[config.mk]
export PLATFORM = sky130hd
export DESIGN_NAME = dma_handshake
export DESIGN_NICKNAME = d
export VERILOG_FILES = /design/src/rtl/dma_handshake.sv
export SDC_FILE = /design/constraint.sdc
export NUM_CORES = 1
export LEC_CHECK = 0
export ABC_AREA = 1
export BUFFER_PORTS_ARGS = -buffer_cell sky130_fd_sc_hd__buf_2
export CAP_MARGIN = 10
export CORE_MARGIN = 1
export CORE_UTILIZATION = 54
export DETAILED_ROUTE_END_ITERATION = 7
export HOLD_SLACK_MARGIN = 0.12
export PLACE_DENSITY = 0.91
export SLEW_MARGIN = 20
export SYNTH_ARGS = -nofsm -noshare
export SYNTH_HDL_FRONTEND = slang
export SYNTH_SLANG_ARGS = --single-unit
export TNS_END_PERCENT = 10
[constraint.sdc]
create_clock -name clk -period 2.4 [get_ports clk]
set_input_delay 0.48 -clock clk [delete_from_list [all_inputs] [get_ports clk]]
set_output_delay 0.48 -clock clk [all_outputs]
set_load 0.05 [all_outputs]
[src/rtl/dma_handshake.sv]
module dma_handshake #(
  parameter int AW = 16,
  parameter int DW = 16,
  parameter logic [AW-1:0] SRC_RST = AW'('h8000),
  parameter logic [AW-1:0] DST_RST = AW'('h0001)
) (
  input  logic          clk,
  input  logic          rst_n,
  input  logic          cfg_wr,
  input  logic [1:0]    cfg_sel,
  input  logic [AW-1:0] cfg_wdata,
  output logic          xfer_done,
  input  logic          per_req,
  output logic          per_ack,
  output logic          bus_req,
  input  logic          bus_gnt,
  output logic [AW-1:0] m_addr,
  output logic          m_rd,
  output logic          m_wr,
  output logic [DW-1:0] m_wdata,
  input  logic [DW-1:0] m_rdata
);

  typedef enum logic [2:0] {S_IDLE, S_ASK, S_RD, S_WR, S_REL} st_t;

  st_t st, st_nx;
  logic [AW-1:0] src_q, dst_q;
  logic [DW-1:0] hold_q;

  always_comb begin
    st_nx = st;
    case (st)
      S_IDLE:  if (per_req) st_nx = S_ASK;
      S_ASK:   if (bus_gnt) st_nx = S_RD;
      S_RD:    if (bus_gnt) st_nx = S_WR;
      S_WR:    if (bus_gnt) st_nx = S_REL;
      S_REL:   if (!bus_gnt && !per_req) st_nx = S_IDLE;
      default: st_nx = S_IDLE;
    endcase
  end

  assign bus_req = (st == S_ASK) || (st == S_RD) || (st == S_WR);
  assign per_ack = (st == S_RD) || (st == S_WR);
  assign m_rd    = bus_gnt && (st == S_RD);
  assign m_wr    = bus_gnt && (st == S_WR);
  assign m_addr  = m_rd ? src_q : (m_wr ? dst_q : '0);
  assign m_wdata = m_wr ? hold_q : '0;

  always_ff @(posedge clk or negedge rst_n) begin
    if (!rst_n) begin
      st        <= S_IDLE;
      src_q     <= SRC_RST;
      dst_q     <= DST_RST;
      hold_q    <= '0;
      xfer_done <= 1'b0;
    end else begin
      st <= st_nx;
      if (m_rd) hold_q <= m_rdata;
      if (cfg_wr && cfg_sel == 2'd0) src_q <= cfg_wdata;
      if (cfg_wr && cfg_sel == 2'd1) dst_q <= cfg_wdata;
      if (m_wr) xfer_done <= 1'b1;
      else if (cfg_wr && cfg_sel == 2'd2) xfer_done <= 1'b0;
    end
  end

  a_r2_req_asks_bus: assert property (@(posedge clk) disable iff (!rst_n)
    (st == S_IDLE && per_req) |=> bus_req);
  a_r3_ack_after_grant: assert property (@(posedge clk) disable iff (!rst_n)
    $rose(per_ack) |-> $past(bus_gnt));
  a_r5_write_follows_read: assert property (@(posedge clk) disable iff (!rst_n)
    m_rd |=> (m_wr || !bus_gnt));
  a_r6_release_together: assert property (@(posedge clk) disable iff (!rst_n)
    $fell(per_ack) |-> $fell(bus_req));
  a_r7_no_retake: assert property (@(posedge clk) disable iff (!rst_n)
    (st == S_REL && (per_req || bus_gnt)) |=> !bus_req);
  a_r8_done_on_write: assert property (@(posedge clk) disable iff (!rst_n)
    m_wr |=> xfer_done);

endmodule

# Word level (Yosys, flattened, before mapping)
# Cells that the tools add are included.
[word_totals] mem_bits_rw=0 rom_bits=0 input_bits=39 ff_bits=52 out_inout_bits=37 wordCells=42 latch_bits=0 mem_count=0
[op_classes] eq_ne=11 mul=0 n_bitwise=0 reduce_logical=15 muxes=11 div=0 shifts=0 add_sub_neg=0 order_cmp=0
[op_table] cell="$mux 16" n=3
[op_table] cell="$mux 3" n=5
[op_table] cell="$pmux 3 s5" n=1
[op_table] cell="$ne 2x2->1 const B" n=5
[op_table] cell="$eq 3x2->1 const B" n=2
[op_table] cell="$logic_and 1x1->1" n=6
[op_table] cell="$reduce_and 5->1" n=1
[op_table] cell="$eq 3x1->1 const B" n=1
[op_table] cell="$eq 3x3->1 const B" n=1
[op_table] cell="$logic_not 3->1" n=1
[op_table] cell="$logic_or 1x1->1" n=3
[op_table] cell="$eq 2x1->1 const B" n=1
[op_table] cell="$eq 2x2->1 const B" n=1
[op_table] cell="$logic_not 1->1" n=2
[op_table] cell="$logic_not 2->1" n=1
[op_table] cell="$mux 1" n=2
[op_table] cell="$reduce_bool 2->1" n=1

# Logic depth before layout (Yosys ltp)
[depth] ltp_word=4 ltp_mapped=7 ltp_nobuf=6

# Least setup slack after synthesis
# No wires, ideal clock.
[synth_timing] path_kind="reg2out" startpoint="register st[2]" endpoint="output m_wdata[10]" arrival_time_ns=1.521 path_buffers=1 slack_ns=0.399 path_stages_with_launch=5 required_time_ns=1.920 path_cell_list="dfrtp_1 -> inv_2 -> nand4_4 -> clkbuf_1 -> nor2_1"
[synth_via] elab_chain_len=3
[synth_rtl] item="start: declaration" line_no="26" text="st_t st, st_nx;"
[synth_rtl] item="start signal: assignment" line_no="57" text="st <= st_nx;"
[synth_rtl] item="$eq 3x2->1" line_no="45" text="assign m_wr = bus_gnt && (st == S_WR);"
[synth_rtl] item="$logic_and 1x1->1" line_no="45"
[synth_rtl] item="$mux 16" line_no="47" text="assign m_wdata = m_wr ? hold_q : '0;"
[synth_rtl] item="end: declaration" line_no="20" text="output logic [DW-1:0] m_wdata,"
# Every way passes these cells.

# Worst setup path in the final report
[layout_timing] startpoint="register st[0]" endpoint="output m_addr[4]"
[layout_via] elab_chain_len=4 word_cells_on_any_way=6 classes_between="eq/ne: 2; mux: 2; reduce/logical: 2"
[layout_rtl] item="$eq 3x2->1" line_no="45"
[layout_rtl] item="$logic_and 1x1->1" line_no="45"
[layout_rtl] item="$mux 16" line_no="46" text="assign m_addr = m_rd ? src_q : (m_wr ? dst_q : '0);"
[layout_rtl] item="$mux 16 *" line_no="46"
[layout_rtl] item="end: declaration" line_no="17" text="output logic [AW-1:0] m_addr,"
# Every way passes the cells marked *; elsewhere a longest branch is shown, timed or not.

==> metrics.cfg <==
[global_route]
grt_pass1_wl_um=7460
grt_util_all_layers_pct=23.0
antenna_found_initial=0
grt_pass1_vias=1693
grt_max_degree=33
overflow=0

[route]
routed_wl_um=4700
first_pass_iters=4
drt-initial-drc-count=119
ant_nets=0
num_vias=2013
wl_per_cell_um=11.3
drcViolationCount=0
vias_per_cell=4.85

[final_layout]
drive_gt1_share_pct=26.6
area_growth_pct=22.7
multi_input_area_um2=805
nNetsFinal=404
fillers=333
regArea_mm2=0.00130
antennaDiodeCount=0

[clocking]
cts_made_buffers=5
cts.sinks=52
clk_path_buf_depth=2
cts.clk_slew.worst_paths_ps=80
cts_hold_repair.buffers=0
cts_max_level=2
cts_resized=0
post_cts_buffers=0
cts_tree=built
clkLatencyLatePin_ps=300
root_buffer=clkbuf_8

[floorplan]
die-area_mm2=0.00457
initial_core_util_pct=57.2
core-area_mm2=0.00406
io_pins=76
num_rows=23
die_w_um=67.6
die_y_um=67.6

[timing]
finalClockSkew_ps=3.04
fin_tns_setup_ps=0
whs_ps=162
fmaxAchievable_mhz=449
slew_viol_final=0
setup_violations=0
period_minus_slack_ps=2230
worst_slew_pin_slew_ps=563
final.period_utilization_pct=92.8
rsz0062_at_grt=false
hold_viol=0
slew_headroom_pct=62.4

[critical_path]
cp.arrival_ps=1750
cp-end-kind=output port
required_ps=1920
startpoint_type=flip-flop
path_class=reg -> out
critPathMaxFanout=17

[placement]
gp_congestion=0.746
hpwlAfterDp_um=3350
numPortBuffers=75

[synth]
postSynthCellCount=289
synth_seq_area_share_pct=56.1
synthDistinctLibCells=18
synthAdderAreaFrac_pct=0
synth_top_family_by_area=simple AND/OR/NAND/NOR gates
synth-simple-area-share_pct=23.5
syn_avg_cell_area_um2=8.04
syn_nets=328
ys_warn_count=0
synthXorXnorAreaFrac_pct=0
synthMuxAreaShare_pct=0
synth_compound_area_share_pct=11.1
netlist_area_mm2=0.00232
ys_seq_elements=52

[power]
p_leak_nw=1.64
power.density_mw_per_mm2=1000
ir_worst_vdd_uv=545

[status]
status=finished clean

[min_path]
hold_class=in -> async

[flow_run]
drv_cap=0

## kinds of logic (layout without fill, tap and decap cells)
kind of cell           Yosys count  after routing
and+or+nand+nor                135            135
buffers and inverters           51            127
AOI/OAI and AO/OA               51             51
DFF                             52             52
## final cells by class
class | instances | share of cell area [%]
clock buffers | 7 | 3.38
well taps | 50 | 2.19
multi-input cells | 186 | 28.2
repair buffers | 82 | 15.5
inverters | 38 | 5.00
flip-flops and latches | 52 | 45.7
## cell usage after synthesis
master	number	area share (%)
buf_2	3	0.65
buf_4	1	0.32
buf_6	2	0.97
clkbuf_1	7	1.1
dfrtp_1	50	54
dfstp_2	2	2.3
inv_1	36	5.8
inv_2	2	0.32
nand2_1	105	17
nand2_2	1	0.27
nand3_1	5	1.1
nand4_4	1	0.92
nor2_1	20	3.2
nor2_2	1	0.27
nor2_4	1	0.48
nor3b_1	1	0.32
o211ai_1	1	0.32
o21ai_0	50	11
## state kept, by name, summed over array words and instances, names as in the netlist
register / count
dst_q: 16
xfer_done: 1
hold_q: 16
st: 3
src_q: 16
## final timing paths
kind / slack [ps] / cells past startpoint / startpoint / end
setup / recovery: 170 / 7 / st[0] / m_addr[4]
hold / removal: 160 / 1 / rst_n / st[2]
setup reg to reg: 870 / 7 / st[0] / hold_q[13]
hold reg to reg: 490 / 2 / dst_q[6] / dst_q[6]
max in group asynchronous: 1700 / 2 / rst_n / dst_q[10]
min in group clk: 380 / 3 / m_rdata[12] / hold_q[12]
## where the power goes
part           leakage [nW]  switching, mW  internal, mW
Sequential            0.642          0.126          1.13
Combinational         0.948          0.804         0.288
Clock                0.0503          0.265         0.257
Total                  1.64           1.19          1.67
## per-stage QoR
| stage | worst slack (ps) | std cells | power (mW) | util [%] | instance area [um^2] |
|---|---|---|---|---|---|
| 2_1_floorplan | 399 | 289 | 2.08 | - | 2320 |
| 3_3_place_gp | 522 | 408 | 2.32 | 67.9 | 2750 |
| 3_5_place_dp | 480 | 408 | 2.36 | 67.9 | 2750 |
| 4_1_cts | 164 | 415 | 2.89 | 70.2 | 2850 |
| 5_1_grt | 55.6 | 415 | 3.05 | 70.2 | 2850 |
| 6_report | 173 | 415 | 2.86 | 70.2 | 2850 |
## critical path, stage by stage, from the launching register on
cell     delay (ps)
dfrtp_1         470
nor2_2          180
nand2_2          90
nor2_4           90
buf_4           200
nand2_1          70
nand2_1          80
buf_2           260
## routing by layer
layer	vias to the layer above	global-route usage, %	wire length (um)
li1	1027	-	-
met1	905	29.4	2200
met2	76	36.5	2160
met3	5	6.08	276
met4	0	10.4	69
met5	-	0	0
## cells in the final DEF (no fill, tap or decap), types with 2 or more instances in the layout
master | Yosys | layout
dfrtp_1 | 50 | 50
nor2_1 | 20 | 20
buf_2 | 3 | 75
o21ai_0 | 50 | 50
nand3_1 | 5 | 5
clkbuf_8 | 0 | 7
nand2_1 | 105 | 105
inv_2 | 2 | 2
inv_1 | 36 | 36
dfstp_2 | 2 | 2
buf_4 | 1 | 6
Note: power is estimated with default switching activity, not from simulation.
